--- src/rtl/radix_walk_pkg.sv ---
package radix_walk_pkg;
  localparam int unsigned PTE_W     = 64;
  localparam int unsigned VALID_BIT = 63;
  localparam int unsigned LEAF_BIT  = 62;
  localparam int unsigned REF_BIT   = 61;
  localparam int unsigned CHG_BIT   = 60;

  typedef enum logic [1:0] {
    WS_IDLE,
    WS_CALC,
    WS_READ,
    WS_WRITE
  } walk_state_e;

  // address field shared by directory base and leaf page number
  function automatic logic [PTE_W-1:0] pte_addr_field(input logic [PTE_W-1:0] pte);
    return {8'h00, pte[55:8], 8'h00};
  endfunction

  function automatic logic [PTE_W-1:0] low_mask(input logic [6:0] bits);
    if (bits >= 7'd64) return '1;
    return (64'd1 << bits) - 64'd1;
  endfunction
endpackage

--- src/rtl/radix_index_calc.sv ---
module radix_index_calc #(
  parameter int unsigned NLS_W   = 5,
  parameter int unsigned SIZE_W  = 7,
  parameter int unsigned MIN_NLS = 5
) (
  input  logic [63:0]       vaddr_i,
  input  logic [63:0]       base_i,
  input  logic [NLS_W-1:0]  nls_i,
  input  logic [SIZE_W-1:0] rem_i,
  output logic [SIZE_W-1:0] rem_next_o,
  output logic [63:0]       entry_addr_o,
  output logic              cfg_bad_o
);
  logic [SIZE_W-1:0] nls_ext;
  logic [63:0]       idx;
  logic [63:0]       idx_mask;

  assign nls_ext    = SIZE_W'(nls_i);
  assign cfg_bad_o  = (nls_i < NLS_W'(MIN_NLS)) || (nls_ext > rem_i);
  assign rem_next_o = rem_i - nls_ext;
  assign idx_mask   = (64'd1 << nls_i) - 64'd1;

  always_comb begin
    idx = (vaddr_i >> rem_next_o) & idx_mask;
    entry_addr_o = base_i + {idx[60:0], 3'b000};
  end
endmodule

--- src/rtl/radix_pte_update.sv ---
module radix_pte_update
  import radix_walk_pkg::*;
(
  input  logic [PTE_W-1:0] pte_i,
  input  logic             store_i,
  output logic [PTE_W-1:0] pte_o,
  output logic             changed_o
);
  always_comb begin
    pte_o = pte_i;
    pte_o[REF_BIT] = 1'b1;
    if (store_i) pte_o[CHG_BIT] = 1'b1;
  end
  assign changed_o = (pte_o != pte_i);
endmodule

--- src/rtl/radix_walker.sv ---
module radix_walker
  import radix_walk_pkg::*;
#(
  parameter int unsigned MAX_LEVELS = 4,
  parameter int unsigned NLS_W      = 5,
  parameter int unsigned SIZE_W     = 7,
  parameter int unsigned MIN_NLS    = 5
) (
  input  logic              clk_i,
  input  logic              rst_ni,
  input  logic              req_i,
  input  logic              store_i,
  input  logic [63:0]       root_base_i,
  input  logic [NLS_W-1:0]  root_nls_i,
  input  logic [SIZE_W-1:0] total_size_i,
  input  logic [63:0]       vaddr_i,
  output logic              ready_o,
  output logic              mem_req_o,
  output logic              mem_we_o,
  output logic [63:0]       mem_addr_o,
  output logic [63:0]       mem_wdata_o,
  input  logic              mem_ack_i,
  input  logic [63:0]       mem_rdata_i,
  output logic              done_o,
  output logic              fault_o,
  output logic [1:0]        cause_o,
  output logic [63:0]       paddr_o,
  output logic [SIZE_W-1:0] page_size_o,
  output logic              write_ok_o
);
  localparam int unsigned LVL_W = $clog2(MAX_LEVELS + 1);

  walk_state_e       state_q;
  logic [63:0]       vaddr_q, base_q, addr_q, entry_q, wdata_q, paddr_q;
  logic [NLS_W-1:0]  nls_q;
  logic [SIZE_W-1:0] rem_q, psize_q;
  logic [LVL_W-1:0]  level_q;
  logic              store_q, done_q, fault_q, wok_q;
  logic [1:0]        cause_q;

  logic [SIZE_W-1:0] rem_next;
  logic [63:0]       entry_addr;
  logic              cfg_bad;
  logic [63:0]       upd_pte;
  logic              upd_changed;
  logic [63:0]       leaf_mask;

  radix_index_calc #(
    .NLS_W  (NLS_W),
    .SIZE_W (SIZE_W),
    .MIN_NLS(MIN_NLS)
  ) u_idx (
    .vaddr_i     (vaddr_q),
    .base_i      (base_q),
    .nls_i       (nls_q),
    .rem_i       (rem_q),
    .rem_next_o  (rem_next),
    .entry_addr_o(entry_addr),
    .cfg_bad_o   (cfg_bad)
  );

  radix_pte_update u_upd (
    .pte_i    (mem_rdata_i),
    .store_i  (store_q),
    .pte_o    (upd_pte),
    .changed_o(upd_changed)
  );

  assign leaf_mask = low_mask(7'(rem_q));

  always_ff @(posedge clk_i or negedge rst_ni) begin
    if (!rst_ni) begin
      state_q <= WS_IDLE;
      vaddr_q <= '0;
      base_q  <= '0;
      addr_q  <= '0;
      entry_q <= '0;
      wdata_q <= '0;
      paddr_q <= '0;
      nls_q   <= '0;
      rem_q   <= '0;
      psize_q <= '0;
      level_q <= '0;
      store_q <= 1'b0;
      done_q  <= 1'b0;
      fault_q <= 1'b0;
      wok_q   <= 1'b0;
      cause_q <= '0;
    end else begin
      done_q  <= 1'b0;
      fault_q <= 1'b0;
      unique case (state_q)
        WS_IDLE: if (req_i) begin
          vaddr_q <= vaddr_i;
          base_q  <= root_base_i;
          nls_q   <= root_nls_i;
          rem_q   <= total_size_i;
          store_q <= store_i;
          level_q <= '0;
          cause_q <= '0;
          state_q <= WS_CALC;
        end
        WS_CALC: begin
          if (cfg_bad || level_q == LVL_W'(MAX_LEVELS)) begin
            cause_q <= 2'b01;
            fault_q <= 1'b1;
            state_q <= WS_IDLE;
          end else begin
            addr_q  <= entry_addr;
            rem_q   <= rem_next;
            level_q <= level_q + 1'b1;
            state_q <= WS_READ;
          end
        end
        WS_READ: if (mem_ack_i) begin
          entry_q <= mem_rdata_i;
          if (!mem_rdata_i[VALID_BIT]) begin
            cause_q <= 2'b10;
            fault_q <= 1'b1;
            state_q <= WS_IDLE;
          end else if (mem_rdata_i[LEAF_BIT]) begin
            paddr_q <= (pte_addr_field(mem_rdata_i) & ~leaf_mask) | (vaddr_q & leaf_mask);
            psize_q <= rem_q;
            wok_q   <= store_q;
            wdata_q <= upd_pte;
            if (upd_changed) begin
              state_q <= WS_WRITE;
            end else begin
              done_q  <= 1'b1;
              state_q <= WS_IDLE;
            end
          end else begin
            base_q  <= pte_addr_field(mem_rdata_i);
            nls_q   <= mem_rdata_i[NLS_W-1:0];
            state_q <= WS_CALC;
          end
        end
        WS_WRITE: if (mem_ack_i) begin
          done_q  <= 1'b1;
          state_q <= WS_IDLE;
        end
        default: state_q <= WS_IDLE;
      endcase
    end
  end

  assign ready_o     = (state_q == WS_IDLE);
  assign mem_req_o   = (state_q == WS_READ) || (state_q == WS_WRITE);
  assign mem_we_o    = (state_q == WS_WRITE);
  assign mem_addr_o  = addr_q;
  assign mem_wdata_o = wdata_q;
  assign done_o      = done_q;
  assign fault_o     = fault_q;
  assign cause_o     = cause_q;
  assign paddr_o     = paddr_q;
  assign page_size_o = psize_q;
  assign write_ok_o  = wok_q;


  done_pulse_chk: assert property (@(posedge clk_i) disable iff (!rst_ni)
    done_o |=> !done_o);

  fault_pulse_chk: assert property (@(posedge clk_i) disable iff (!rst_ni)
    fault_o |=> !fault_o);

  done_fault_excl_chk: assert property (@(posedge clk_i) disable iff (!rst_ni)
    !(done_o && fault_o));

  req_hold_chk: assert property (@(posedge clk_i) disable iff (!rst_ni)
    (mem_req_o && !mem_ack_i) |=> (mem_req_o && $stable(mem_addr_o)
                                   && $stable(mem_we_o) && $stable(mem_wdata_o)));

  wb_changed_chk: assert property (@(posedge clk_i) disable iff (!rst_ni)
    mem_we_o |-> (mem_wdata_o != entry_q) && mem_wdata_o[REF_BIT]);

  read_nls_ok_chk: assert property (@(posedge clk_i) disable iff (!rst_ni)
    $rose(mem_req_o) && !mem_we_o |-> $past(nls_q) >= NLS_W'(MIN_NLS));

  depth_chk: assert property (@(posedge clk_i) disable iff (!rst_ni)
    level_q <= LVL_W'(MAX_LEVELS));

  busy_chk: assert property (@(posedge clk_i) disable iff (!rst_ni)
    mem_req_o |-> !ready_o);
endmodule

--- config.mk ---
export PLATFORM = sky130hd
export DESIGN_NAME = radix_walker
export DESIGN_NICKNAME = d
export VERILOG_FILES = /design/src/rtl/radix_walk_pkg.sv /design/src/rtl/radix_index_calc.sv /design/src/rtl/radix_pte_update.sv /design/src/rtl/radix_walker.sv
export SDC_FILE = /design/constraint.sdc
export NUM_CORES = 1
export LEC_CHECK = 0
export CORE_AREA = 2 2 254 382
export DETAILED_ROUTE_END_ITERATION = 12
export DIE_AREA = 0 0 256 384
export DONT_BUFFER_PORTS = 1
export HOLD_SLACK_MARGIN = 0.05
export SETUP_SLACK_MARGIN = 0.05
export SLEW_MARGIN = 20
export SYNTH_ARGS = -nofsm -noshare
export SYNTH_HDL_FRONTEND = slang
export SYNTH_SLANG_ARGS = --single-unit
export TNS_END_PERCENT = 50
--- constraint.sdc ---
create_clock -name clk_i -period 5.2 [get_ports clk_i]
set_clock_uncertainty 0.1 [all_clocks]
set_input_delay 1.04 -clock clk_i [delete_from_list [all_inputs] [get_ports clk_i]]
set_output_delay 1.04 -clock clk_i [all_outputs]
set_load 0.02 [all_outputs]
==> reports/results.txt <==
Status -> complete, but fails checks
Failing checks -> negative setup slack
H-tree depth -> 2
Synth top area share -> 0.369
Row Count -> 139
Fill cell count -> 9856
Nets -> 3386
Routability cong. -> 0.919
Crit. End Element -> register
Reg2Reg Setup Slack -> -430 ps
Slew headroom -> 0.228
Mapped Cells -> 2745
CTS Buf Count -> 42
Arrival time at the worst endpoint -> 6020 ps
Post-synth top area cell -> dfrtp_1
Worst-path clk slew -> 60 ps
GRT Total Usage -> 0.215
Max stage delay on crit path -> 660 ps
Tightest Pin Transition -> 1160 ps
Post-synth EDFFs -> 0
Root Driver -> clkbuf_16
Die area -> 0.0983 sq mm
CP most frequent cell -> buf_4
Critical path fanouts, max -> 5
Synth warn -> 0
Area Growth Syn to Fin -> 36.7%
Final Hold Vio Count -> 0
Fin. max-slew vios -> 0
Synth Flop Type -> dfrtp_1
Area contributors post-synth -> dfrtp_1, nand2_1, mux2i_1
CP max stage cell -> fa_4
Remaining Overflow, GRT -> 0
Wl on met1 -> 41.0 mm
Area of the multi-input gates -> 0.0162 sq mm
Detailed-routed wire length on met3 -> 6.51 mm
Avg WL per Cell -> 24.8 um
RSZ-0062 raised after global routing -> true
HP Class -> input port to async pin
Deepest clock path buffer count -> 3
Distinct cells, synth -> 99
Initial DRC count -> 1685
Max Cap Violations -> 0
Met2 WL -> 54.6 mm
Worst reg-to-reg path cell count -> 30
Synthesized flop and latch total -> 348
Crit path launch type -> register
Vias per cell -> 5.15
Sequential share of the synthesized area -> 0.369
Fin worst setup slack -> -427 ps
Initial Util -> 0.248
Die X -> 256 um
HPWL Detailed -> 84.0 mm
WS Path Type -> register to register
Clock Sink Count -> 348
Post-synthesis average cell area -> 8.59 sq um
Antenna violations before repair -> 21
Tmin final -> 5630 ps
CTS tree -> yes
Core area -> 0.0951 sq mm
Endpoints failing setup -> 48
Hold Slack -> 105 ps
Worst skew pair latency -> 600 ps
DR pass1 iterations -> 6
Cell Area, Synth -> 0.0236 sq mm
Async set-or-reset flop fraction in the synthesized netlist -> 1.00
Fmax -> 178 MHz
# port buffers -> 0
Total wire length -> 110 mm
Register area -> 0.00871 sq mm
Via Count -> 22700
Top Layer Used -> met5
Largest net degree at the start of global routing -> 176
First-pass GRT wire length -> 157 mm
IO Count -> 416
DRC -> 0
CP Data Required Time -> 5600 ps
Vias in the first global route -> 23100
Die Y -> 384 um
Post-Place Setup Slack -> -1100 ps
Final ANT Viol Nets -> 0
Tcrit/Tclk final -> 1.08
Share of cells above drive strength 1 -> 0.325
## synthesized netlist by cell type, types with 17 or more instances
master	number
xnor2_1	40
a31oi_1	25
nor2_1	156
ha_1	74
a22o_1	21
nand2_1	619
nand3_1	39
mux2_2	78
a21o_1	31
mux4_2	32
nor3_1	44
xor2_1	27
clkbuf_1	126
o211ai_1	18
a211oi_1	35
o21ai_0	268
nand4_1	28
buf_1	18
dfrtp_1	348
buf_2	46
o21a_1	17
inv_1	29
a21oi_1	164
mux2i_1	192
## metrics by stage
stage	instances	utilization	setup TNS (ps)	cell area, sq um
floorplan	2763	-	0	23700
detailed placement	4259	0.293	-39250	27900
CTS	4371	0.325	-14780	30900
global route	4414	0.339	-21660	32200
finish	4414	0.339	-11620	32200
global placement	4259	0.293	-38130	27900
## area by class of cell
type,count,share of cell area
multi-input combinational,2179,0.501
sequential,348,0.270
timing repair buffer,495,0.129
tap,1269,0.0493
clock buffer,50,0.0351
clock inverter,25,0.0101
inverter,35,0.00411
antenna,13,0.00101
## worst paths after layout
check / start / endpoint
max: rem_q[0] / mem_addr_o[48]
min reg2reg: base_q[1] / mem_addr_o[1]
min: rst_ni / mem_wdata_o[8]
max reg2reg: rem_q[0] / mem_addr_o[48]
max in group asynchronous: rst_ni / vaddr_q[57]
min in group clk_i: base_q[1] / mem_addr_o[1]
## metal layers
layer  GRT usage  vias up
li1            -    10500
met1       0.238    11100
met2       0.381      828
met3      0.0439      273
met4       0.129       18
met5           0        -
## what timing repair did
action / 4_1_cts / 5_1_grt
endpoints found under the hold margin: 54 / 0
setup endpoints to repair: 55 / 55
hold buffers: 3 / 0
buffers inserted: 33 / 37
resized for setup: 270 / 217
pin swaps: 66 / 106
cloned: 1 / 1
## critical path, delay by kind of cell, from the launching register on
family / cells / cell delay, ps
fa+ha+maj: 3 / 970
flops: 1 / 360
compound gates: 10 / 1810
buf+inv: 11 / 1470
simple gates: 3 / 340
mux: 3 / 500
## flip-flops by register name, summed over array words and instances, names as in the netlist
name         flops
state_q          2
done_o           1
page_size_o      7
fault_o          1
store_q          1
rem_q            7
paddr_o         64
vaddr_q         64
nls_q            5
mem_wdata_o     62
level_q          3
base_q          64
cause_o          2
mem_addr_o      64
write_ok_o       1
## cell families (layout without fill, tap and decap cells)
| kind of cell | after synthesis | count (layout) | share of synthesized area |
|---|---|---|---|
| AOI/OAI and AO/OA | 727 | 727 | 0.194 |
| adders and majority gates | 76 | 76 | 0.0410 |
| DFF | 348 | 348 | 0.369 |
| other | 1 | 32 | 0.000159 |
| xor gates and xnor gates | 68 | 68 | 0.0256 |
| and+or+nand+nor | 987 | 987 | 0.179 |
| muxes | 302 | 302 | 0.149 |
| buffers and inverters | 236 | 605 | 0.0417 |
## cell usage in the layout, fill, tap and decap left out, types with 20 or more instances in the layout
master and n:
nand4_1 28, mux2i_1 134, mux2i_4 28, clkbuf_16 44, o21ai_1 39, buf_4 440
nor2_1 139, nand3_1 35, buf_6 30, o21ai_2 26, mux2_2 74, mux4_2 32
a22o_1 21, inv_1 28, mux2i_2 30, o21ai_0 212, xnor2_1 32, a31oi_1 20
nand2_1 604, a21oi_2 37, a21oi_1 120, dfrtp_1 348, a21o_1 31, ha_1 56
nor3_1 34
Power is not shown: default switching activity piles up to over one toggle a cycle in this logic, so the estimate is an artifact.
